`src/rtl/spt_pkg.sv`:
```
package spt_pkg;

    typedef enum logic [2:0] {
        ST_OFF,
        ST_CMD,
        ST_LOAD,
        ST_READ,
        ST_PROG
    } spt_state_e;

    localparam logic [3:0] OP_LOAD  = 4'h2;
    localparam logic [3:0] OP_READ  = 4'h4;
    localparam logic [3:0] OP_INCR  = 4'h6;
    localparam logic [3:0] OP_BEGIN = 4'h8;
    localparam logic [3:0] OP_END   = 4'hE;
    localparam logic [3:0] OP_ERASE = 4'h9;

    function automatic logic op_known(input logic [3:0] op);
        return (op == OP_LOAD) || (op == OP_READ) || (op == OP_INCR) ||
               (op == OP_BEGIN) || (op == OP_END) || (op == OP_ERASE);
    endfunction

endpackage

```
`src/rtl/spt_edge.sv`:
```
module spt_edge (
    input  logic clk,
    input  logic rst_n,
    input  logic en,
    input  logic sclk,
    output logic rise,
    output logic fall
);
    logic sclk_q;

    // Track the pin while disabled so that entry never sees a false edge.
    always_ff @(posedge clk) begin
        if (!rst_n) sclk_q <= 1'b0;
        else        sclk_q <= sclk;
    end

    assign rise = en && sclk && !sclk_q;
    assign fall = en && !sclk && sclk_q;
endmodule

```
`src/rtl/spt_pc.sv`:
```
module spt_pc #(
    parameter int AW       = 12,
    parameter int USER_TOP = 'h7FF
) (
    input  logic          clk,
    input  logic          rst_n,
    input  logic          en,
    input  logic          inc,
    output logic [AW-1:0] pc,
    output logic          cfg_ok
);
    localparam logic [AW-1:0] U_TOP = AW'(USER_TOP);

    always_ff @(posedge clk) begin
        if (!rst_n || !en) begin
            pc     <= '1;
            cfg_ok <= 1'b1;
        end else if (inc) begin
            pc     <= pc + AW'(1);
            cfg_ok <= 1'b0;
        end
    end


    pc_wrap_chk: assert property (@(posedge clk) disable iff (!rst_n || !en)
        (inc && pc == '1) |=> pc == '0);

    pc_cfg_jump_chk: assert property (@(posedge clk) disable iff (!rst_n || !en)
        (inc && pc == U_TOP) |=> pc == U_TOP + AW'(1));

    pc_hold_chk: assert property (@(posedge clk) disable iff (!rst_n || !en)
        !inc |=> $stable(pc));

    cfg_lock_chk: assert property (@(posedge clk) disable iff (!rst_n || !en)
        !cfg_ok |=> !cfg_ok);
endmodule

```
`src/rtl/spt_latch.sv`:
```
module spt_latch #(
    parameter int DW = 12,
    parameter int RW = 2
) (
    input  logic          clk,
    input  logic          rst_n,
    input  logic          en,
    input  logic          wr,
    input  logic [RW-1:0] wsel,
    input  logic [DW-1:0] wdata,
    input  logic          fill,
    input  logic [RW-1:0] rsel,
    output logic [DW-1:0] rdata
);
    localparam int ROWS = 1 << RW;

    logic [DW-1:0] lat_q [ROWS];

    for (genvar g = 0; g < ROWS; g++) begin : g_row
        always_ff @(posedge clk) begin
            if (!rst_n || !en || fill)            lat_q[g] <= '1;
            else if (wr && wsel == RW'(g))         lat_q[g] <= wdata;
        end


        fill_ones_chk: assert property (@(posedge clk) disable iff (!rst_n || !en)
            fill |=> lat_q[g] == '1);

        load_store_chk: assert property (@(posedge clk) disable iff (!rst_n || !en)
            (wr && !fill && wsel == RW'(g)) |=> lat_q[g] == $past(wdata));
    end

    assign rdata = lat_q[rsel];
endmodule

```
`src/rtl/spt_target.sv`:
```
module spt_target
    import spt_pkg::*;
#(
    parameter int AW       = 12,
    parameter int DW       = 12,
    parameter int SW       = 14,
    parameter int CW       = 6,
    parameter int RW       = 2,
    parameter int USER_TOP = 'h7FF,
    parameter int PROT_TOP = 'h03F
) (
    input  logic          clk,
    input  logic          rst_n,
    input  logic          prog_en,
    input  logic          sclk,
    input  logic          sdat_in,
    output logic          sdat_out,
    output logic          sdat_oe,
    output logic [AW-1:0] mem_addr,
    output logic [DW-1:0] mem_wdata,
    output logic          mem_we,
    input  logic [DW-1:0] mem_rdata,
    input  logic          code_prot,
    output logic          erase_stb
);
    localparam int CNTW = $clog2(SW + 2);
    localparam int PAD  = SW - DW;
    localparam logic [CNTW-1:0] ONE      = CNTW'(1);
    localparam logic [CNTW-1:0] CMD_LAST = CNTW'(CW - 1);
    localparam logic [CNTW-1:0] BIT_LAST = CNTW'(SW);
    localparam logic [CNTW-1:0] SEG_LAST = CNTW'(SW + 1);
    localparam logic [AW-1:0]   U_TOP    = AW'(USER_TOP);
    localparam logic [AW-1:0]   P_TOP    = AW'(PROT_TOP);

    spt_state_e     state_q, state_d;
    logic [CNTW-1:0] cnt_q;
    logic [SW-1:0]  sh_q;
    logic [RW-1:0]  idx_q;
    logic           rise, fall;
    logic [AW-1:0]  pc;
    logic           cfg_ok;
    logic [3:0]     op;
    logic           cmd_done, inc_go, fill_go, ld_go;
    logic [DW-1:0]  rd_word, lat_rd;

    spt_edge u_edge (
        .clk(clk), .rst_n(rst_n), .en(prog_en), .sclk(sclk),
        .rise(rise), .fall(fall)
    );

    spt_pc #(.AW(AW), .USER_TOP(USER_TOP)) u_pc (
        .clk(clk), .rst_n(rst_n), .en(prog_en), .inc(inc_go),
        .pc(pc), .cfg_ok(cfg_ok)
    );

    spt_latch #(.DW(DW), .RW(RW)) u_latch (
        .clk(clk), .rst_n(rst_n), .en(prog_en),
        .wr(ld_go), .wsel(pc[RW-1:0]), .wdata(sh_q[DW-1:0]),
        .fill(fill_go), .rsel(idx_q), .rdata(lat_rd)
    );

    // Command bits 3:0 are already latched when the sixth edge arrives.
    assign op       = sh_q[3:0];
    assign cmd_done = (state_q == ST_CMD) && fall && (cnt_q == CMD_LAST);
    assign inc_go   = cmd_done && (op == OP_INCR);
    assign fill_go  = cmd_done && (op == OP_END);
    assign ld_go    = (state_q == ST_LOAD) && fall && (cnt_q == SEG_LAST);

    always_comb begin
        if (pc == '1 && !cfg_ok)                          rd_word = '1;
        else if (code_prot && pc > P_TOP && pc <= U_TOP)  rd_word = '0;
        else                                              rd_word = mem_rdata;
    end

    assign mem_addr  = (state_q == ST_PROG) ? {pc[AW-1:RW], idx_q} : pc;
    assign mem_wdata = lat_rd;
    assign mem_we    = prog_en && (state_q == ST_PROG) && !(mem_addr == '1 && !cfg_ok);

    // State register
    always_ff @(posedge clk) begin
        if (!rst_n) state_q <= ST_OFF;
        else        state_q <= state_d;
    end

    // Next state
    always_comb begin
        state_d = state_q;
        unique case (state_q)
            ST_OFF:  state_d = ST_CMD;
            ST_CMD: begin
                if (cmd_done) begin
                    if (op == OP_LOAD)       state_d = ST_LOAD;
                    else if (op == OP_READ)  state_d = ST_READ;
                    else if (op == OP_BEGIN) state_d = ST_PROG;
                end
            end
            ST_LOAD, ST_READ: if (fall && cnt_q == SEG_LAST) state_d = ST_CMD;
            ST_PROG: if (idx_q == '1) state_d = ST_CMD;
            default: state_d = ST_OFF;
        endcase
        if (!prog_en) state_d = ST_OFF;
    end

    // Datapath and registered outputs
    always_ff @(posedge clk) begin
        if (!rst_n || !prog_en) begin
            cnt_q     <= '0;
            sh_q      <= '0;
            idx_q     <= '0;
            sdat_oe   <= 1'b0;
            sdat_out  <= 1'b0;
            erase_stb <= 1'b0;
        end else begin
            erase_stb <= cmd_done && (op == OP_ERASE);
            unique case (state_q)
                ST_OFF: cnt_q <= '0;
                ST_CMD: begin
                    if (fall) begin
                        sh_q[cnt_q] <= sdat_in;
                        if (cnt_q == CMD_LAST) begin
                            cnt_q <= '0;
                            if (op == OP_READ) sh_q <= {{PAD{1'b1}}, rd_word};
                        end else begin
                            cnt_q <= cnt_q + ONE;
                        end
                    end
                end
                ST_LOAD: begin
                    if (fall) begin
                        if (cnt_q != '0 && cnt_q <= BIT_LAST) sh_q[cnt_q - ONE] <= sdat_in;
                        cnt_q <= (cnt_q == SEG_LAST) ? '0 : cnt_q + ONE;
                    end
                end
                ST_READ: begin
                    if (rise) begin
                        if (cnt_q != '0 && cnt_q <= BIT_LAST) begin
                            sdat_oe  <= 1'b1;
                            sdat_out <= sh_q[0];
                            sh_q     <= sh_q >> 1;
                        end else if (cnt_q == SEG_LAST) begin
                            sdat_oe  <= 1'b0;
                            sdat_out <= 1'b0;
                        end
                    end
                    if (fall) cnt_q <= (cnt_q == SEG_LAST) ? '0 : cnt_q + ONE;
                end
                ST_PROG: idx_q <= idx_q + RW'(1);
                default: cnt_q <= '0;
            endcase
        end
    end


    oe_in_read_chk: assert property (@(posedge clk) disable iff (!rst_n)
        sdat_oe |-> state_q == ST_READ);

    we_in_prog_chk: assert property (@(posedge clk) disable iff (!rst_n)
        mem_we |-> state_q == ST_PROG);

    erase_pulse_chk: assert property (@(posedge clk) disable iff (!rst_n)
        erase_stb |=> !erase_stb);

    unknown_quiet_chk: assert property (@(posedge clk) disable iff (!rst_n || !prog_en)
        (cmd_done && !op_known(op)) |=> (state_q == ST_CMD && !erase_stb && !mem_we));

    off_quiet_chk: assert property (@(posedge clk) disable iff (!rst_n)
        !prog_en |=> (!sdat_oe && !mem_we && !erase_stb && state_q == ST_OFF));

    load_entry_chk: assert property (@(posedge clk) disable iff (!rst_n || !prog_en)
        (cmd_done && op == OP_LOAD) |=> state_q == ST_LOAD);
endmodule

```
`config.mk`:
```
export PLATFORM = sky130hd
export DESIGN_NAME = spt_target
export DESIGN_NICKNAME = d
export VERILOG_FILES = /design/src/rtl/spt_pkg.sv /design/src/rtl/spt_edge.sv /design/src/rtl/spt_pc.sv /design/src/rtl/spt_latch.sv /design/src/rtl/spt_target.sv
export SDC_FILE = /design/constraint.sdc
export NUM_CORES = 1
export LEC_CHECK = 0
export BUFFER_PORTS_ARGS = -buffer_cell sky130_fd_sc_hd__buf_2
export CAP_MARGIN = 20
export CORE_UTILIZATION = 44
export CTS_CLUSTER_SIZE = 8
export DETAILED_ROUTE_END_ITERATION = 10
export HOLD_SLACK_MARGIN = 0.1
export SLEW_MARGIN = 40
export SYNTH_ARGS = -nofsm -noshare
export SYNTH_HDL_FRONTEND = slang
export SYNTH_SLANG_ARGS = --single-unit
```
`constraint.sdc`:
```
create_clock -name clk -period 6.1 [get_ports clk]
set_input_delay 0.305 -clock clk [delete_from_list [all_inputs] [get_ports clk]]
set_output_delay 0.305 -clock clk [all_outputs]
set_load 0.02 [all_outputs]
```
==> results of run 1 <==
==> stage by stage <==
stage / utilization (%) / instances / hold slack, ns / setup WS (ns)
after CTS: 49.65 / 711 / 0.1809 / 3.178
after detailed placement: 47.06 / 695 / 0.4660 / 3.185
final: 49.66 / 711 / 0.1908 / 3.217
after global placement: 47.01 / 695 / 0.4752 / 3.225
after floorplan: - / 553 / 0.4267 / 4.036
after global routing: 49.66 / 711 / 0.1857 / 2.978
==> final cells by class <==
| class | count | area [µm²] | share of cell area (%) |
|---|---|---|---|
| clock inverters | 4 | 52.55 | 0.9188 |
| flip-flops and latches | 90 | 2285 | 39.95 |
| clock buffers | 12 | 246.5 | 4.310 |
| inverters | 12 | 45.04 | 0.7876 |
| repair buffers | 49 | 255.2 | 4.463 |
| multi-input cells | 401 | 2656 | 46.44 |
| well taps | 143 | 178.9 | 3.128 |
==> cell families after synthesis <==
kind of cell | count (synthesis) | share of synthesized area [%]
buf+inv | 62 | 5.555
compound gates | 133 | 16.69
simple gates | 222 | 22.22
fa+ha+maj | 10 | 2.395
xor+xnor | 15 | 2.514
flops | 90 | 43.68
mux | 21 | 6.944
==> metal layers <==
layer	track usage, %	vias up	wire (µm)
met3	4.046	34	838
met2	34.05	148	5922
met4	10.50	0	390
met5	0	-	0
met1	31.10	2021	6095
li1	-	2034	-
==> state kept, by name (all words and copies together), names as in the netlist, named ones only <==
| signal | count |
|---|---|
| cnt_q | 4 |
| erase_stb | 1 |
| idx_q | 2 |
| sdat_oe | 1 |
| sdat_out | 1 |
| sh_q | 14 |
| state_q | 3 |
| u_edge.sclk_q | 1 |
| u_latch.lat_q | 48 |
| u_pc.cfg_ok | 1 |
| u_pc.pc | 12 |
==> critical path, stage by stage (launching register included) <==
cell and delay, ns:
dfxtp_1 0.46, ha_1 0.53, nand3_1 0.32, nor4_1 0.62
a21o_1 0.59
==> final timing paths <==
kind	start	endpoint	slack, ns	depth (start not counted)
max	cnt_q[0]	u_latch.lat_q[3][4]	3.22	4
min	rst_n	u_edge.sclk_q	0.19	2
max reg2reg	cnt_q[0]	u_latch.lat_q[3][4]	3.22	4
min reg2reg	u_pc.cfg_ok	u_pc.cfg_ok	0.48	2
==> report_power, final <==
part           internal, mW  switching, mW  leakage (nW)
clock network         0.329          0.238         0.135
registers             0.654        0.00836         0.775
logic                0.0219         0.0383          1.01
==> synth_stat cells (all sizes together), types with 5 or more instances <==
cell type  instances  area (µm²)
o21ai             30       150.1
a31oi             13       81.33
a21oi             36       183.9
nor3               6       30.03
mux4              12       270.3
nand3             19       95.09
inv               12       45.04
a41oi              5       43.79
nand4              7       43.79
nand2             79       296.5
dfxtp             42       840.8
edfxtp            48        1441
nor2              24       90.09
or2               46       287.8
ha                10       125.1
xor2               8       70.07
xnor2              7       61.31
a21o               6       45.04
nor4               6       52.55
buf               20       130.1
mux2i              7       70.07
clkbuf            30       115.1
a22oi              6       45.04
and3               5       31.28
==> flow_metrics.tcl, run 1 <==
set metrics [dict create \
    drive_above_1_share_pct 23.59 \
    htreeDepth 3 \
    syn_to_final_growth_pct 9.459 \
    yosys_register_bits 90 \
    setup_viol 0 \
    die_x_um 111.0 \
    cp.required_ns 6.08 \
    io_pins 46 \
    die_h_um 111.0 \
    gp_congestion 0.9452 \
    maxSlewViolCount 0 \
    track_usage_pct 22.46 \
    cp.arrival_ns 2.86 \
    postLayoutCellArea_um2 5719 \
    p_per_area_nw_per_um2 225.4 \
    post_cts.repair.setup_buffers 0 \
    cp-end-kind "flop" \
    fin_crit_sh_pct 47.26 \
    initial_utilization_pct 45.37 \
    ctsRootBufferMaster "clkbuf_16" \
    seq_area_frac_synth_pct 43.68 \
    worstMarginPinSlew_ns 0.7385 \
    diodes 0 \
    cap_violations 0 \
    clk_latency_ns 0.34 \
    grt_pass1_vias 3948 \
    via_per_inst 5.959 \
    maxSlewHeadroom_pct 50.67 \
    ys_warn_count 0 \
    post_cts_resized 0 \
    syn_nets 581 \
    cts_tree "yes" \
    layout.nets 591 \
    vdd_drop_max_v 0.0001085 \
    async_flop_share_pct 0 \
    hold_viol 0 \
    grt_max_degree 28 \
    netlist_instances 553 \
    clock-sinks 90 \
    syn_area_per_cell_um2 9.448 \
    grt_pass1_wl_um 21480 \
    wl_per_cell_um 18.63 \
    io_buffers 45 \
    nFillCells 1083 \
    yosysUniqueCellTypes 68 \
    rows 39 \
    dp_hpwl_um 9080 \
    grt.overflow.total 0 \
    clkSlewWorstSetupHoldPaths_ns 0.06 \
    fin_worst_skew_ns 0.008241 \
    leakage_nw 1.921 \
    dr.first_iter.drc_count 291 \
    synth_edf_count 48 \
    postRouteAntennaNets 0 \
    violations "design-rule violations" \
    netlist_area_um2 5225 \
    holdBufCountCts 0 \
    hp-class "in -> reg" \
    numCtsBuffers 9 \
    synth_ff_type "edfxtp_1" \
    dieArea_um2 12310 \
    num_vias 4237 \
    wirelength_um 13250 \
    period_minus_slack_ns 2.883 \
    cp-start-kind "flop" \
    rsz0062_at_grt "false" \
    path_class "reg -> reg" \
    mostFrequentLayoutCell "nand2_1" \
    clockBufferDepth 2 \
    mostFrequentLayoutCells "nand2_1 (79), edfxtp_1 (48), or2_2 (46)" \
    status "finished with violations" \
    final.setup.tns_ns 0 \
    dr.pass1.iters 8 \
    antenna_found_initial 0 \
    core_area_um2 11520 \
    finalPower_mw 1.289 \
    crit_fanout 13 \
    max_freq_ghz 0.3469 \
    dpl_cell_area_um2 5419 \
    drc_errors 4 \
]
Power figures use the tool's default switching activity.
==> run 2, diff against run 1 <==
Settings changed: ABC_AREA from default to 1.
Clock period 6.1 ns to 2.4 ns, I/O delays scaled along.
==> run 2 against run 1 <==
  * The flow now finishes without violations
  * Combinational power grew to 32 times the previous value
  * First-iteration DRC count rose by 80%
  * Die area grew 6.3%
  * Setup slack worse by 3.0 ns
  * Critical path type unchanged
==> flow_metrics.tcl, run 2 <==
set metrics [dict create \
    clk_latency_ns 0.35 \
    regMostFlops "u_latch.lat_q" \
    finalPower_mw 5.123 \
    setup_ws_ns 0.2521 \
    max_stage_delay_ns 0.37 \
    syn_area_per_cell_um2 7.286 \
    path_cells "inv_1 -> ha_1 -> inv_1 -> nor2_4 -> nand3_2 -> inv_2 -> nand4_2 -> nand2_4 -> inv_1 -> o21ai_0 -> buf_4" \
    multi_input_area_um2 2706 \
    via_per_inst 5.257 \
    netlist_area_um2 5559 \
    syn_nets 791 \
    maxSlewHeadroom_pct 56.91 \
    die_h_um 114.4 \
    dr.pass1.iters 5 \
    cp-end-kind "flop" \
    largest_register_ffs 48 \
    synth_edf_count 48 \
    rows 40 \
    cts_tree "yes" \
    ctsRootBufferMaster "clkbuf_16" \
    postRouteAntennaNets 0 \
    hp-class "in -> reg" \
    clkSlewWorstSetupHoldPaths_ns 0.07 \
    cp.required_ns 2.44 \
    drc_errors 0 \
    cap_violations 0 \
    cp-start-kind "flop" \
    num_vias 5094 \
    htreeDepth 3 \
    synth_top_area_cell "edfxtp_1" \
    top_regs "u_latch.lat_q: 48 flops, sh_q: 14 flops, u_pc.pc: 12 flops" \
    mostFrequentLayoutCells "nand2_1 (202), nor2_1 (108), nand3_1 (80)" \
    netlist_top_cells_count "nand2_1 (202), nor2_1 (108), nand3_1 (80)" \
    path_class "reg -> reg" \
    netlist_instances 763 \
    slowest_stage "dfxtp_1" \
    dr.max_layer_used "met4" \
    grt_pass1_vias 4490 \
    grt_max_degree 33 \
    dieArea_um2 13090 \
    yosys_register_bits 90 \
    io_pins 46 \
    gp_congestion 0.8697 \
    status "finished, final reports clean" \
    dr.first_iter.drc_count 523 \
    initial_utilization_pct 45.71 \
    final.setup.tns_ns 0 \
    grt.overflow.total 0 \
    maxSlewViolCount 0 \
    cp.arrival_ns 2.19 \
    die_x_um 114.4 \
    ys_warn_count 0 \
    dp_hpwl_um 10340 \
    drive_above_1_share_pct 15.11 \
    p_per_area_nw_per_um2 833.7 \
    core_area_um2 12160 \
    yosysMostFrequentCell "nand2_1" \
    holdWs_ns 0.1933 \
    max_freq_ghz 0.4656 \
    fin_crit_sh_pct 89.50 \
    vdd_drop_max_v 0.0003208 \
    wl_per_cell_um 14.79 \
    period_minus_slack_ns 2.148 \
    place_ws_ns 0.2765 \
    crit_fanout 12 \
    synth.top_cell.area_share_pct 25.93 \
    wirelength_um 14330 \
    nFillCells 1239 \
    synth_area_leaders "edfxtp_1 (26%), dfxtp_1 (15%), nand2_1 (14%)" \
    antenna_found_initial 0 \
    async_flop_share_pct 0 \
    seq_area_frac_synth_pct 41.05 \
    leakage_nw 2.573 \
    mostFrequentLayoutCell "nand2_1" \
    wl_met3_um 736 \
    numCtsBuffers 9 \
    setup_viol 0 \
    synth_ff_type "edfxtp_1" \
    fin_worst_skew_ns 0.006035 \
    m1WireLength_um 6805 \
    grt_pass1_wl_um 23200 \
    clock-sinks 90 \
    clockBufferDepth 2 \
    syn_to_final_growth_pct 10.53 \
    post_cts.repair.setup_buffers 0 \
    rsz0062_at_grt "false" \
    track_usage_pct 23.18 \
    yosysUniqueCellTypes 38 \
    worstMarginPinSlew_ns 0.6457 \
    dr_wl_met2_um 6642 \
    diodes 0 \
    crit_top_cell "inv_1" \
    hold_viol 0 \
    layout.nets 824 \
    io_buffers 45 \
    regArea_um2 2282 \
]
==> run 2: cell count changes after synthesis, moves of 13 or more <==
cell and delta:
nand2_1 +123, o21ai_0 +28, clkbuf_1 -14, inv_2 +13
nand3_1 +61, a21oi_1 -15, nor2_1 +84, inv_1 +47
or2_2 -45, a31oi_1 -13
==> run 2: path summary, 6_finish.rpt <==
kind,startpoint,to,slack (ns),cells after the start
max,cnt_q[1],u_latch.lat_q[1][4],0.25,11
min,mem_rdata[11],sh_q[11],0.19,7
max reg2reg,cnt_q[1],u_latch.lat_q[1][4],0.25,11
min reg2reg,sdat_oe,sdat_oe,0.48,2
==> run 2: what timing repair did <==
| action | CTS | global route |
|---|---|---|
| endpoints found under the hold margin | 1 | 0 |
| gates resized for setup | 0 | 0 |
| hold buffers | 2 | 0 |
==> run 2: kinds of logic after synthesis <==
family | after synthesis | synth area share, %
compound gates | 105 | 10.11
xor+xnor | 8 | 1.260
fa+ha+maj | 10 | 2.251
buf+inv | 120 | 10.26
flops | 90 | 41.05
simple gates | 430 | 35.07
==> run 2: report_power, final <==
| part | total [mW] | internal (mW) | switching [mW] |
|---|---|---|---|
| combinational | 1.90 | 0.575 | 1.33 |
| sequential | 1.87 | 1.73 | 0.141 |
| clock | 1.35 | 0.710 | 0.638 |
==> run 2: critical path, delay by kind of cell (launching register included) <==
| family | cells | cell delay (ns) |
|---|---|---|
| compound gates | 1 | 0.08 |
| buf+inv | 5 | 0.64 |
| flops | 1 | 0.37 |
| fa+ha+maj | 1 | 0.17 |
| simple gates | 4 | 0.57 |
==> run 2: per-layer routing <==
layer / track usage, % / vias up
li1: - / 2552
met2: 37.41 / 172
met5: 0 / -
met3: 3.917 / 12
met1: 32.10 / 2358
met4: 6.320 / 0
==> run 2: final cells by class <==
class                   instances  area share, %
well taps                     168          3.421
clock inverters                 7         0.8552
inverters                      78          4.806
multi-input cells             553          44.04
flip-flops and latches         90          37.14
clock buffers                   9          3.665
repair buffers                 64          6.068
==> run 2: per-stage QoR <==
step / instances / area (µm²) / util (%)
after global placement: 951 / 5847 / 48.08
final: 969 / 6145 / 50.52
after detailed placement: 951 / 5847 / 48.08
after global routing: 969 / 6145 / 50.52
after floorplan: 763 / 5559 / -
after CTS: 969 / 6145 / 50.52
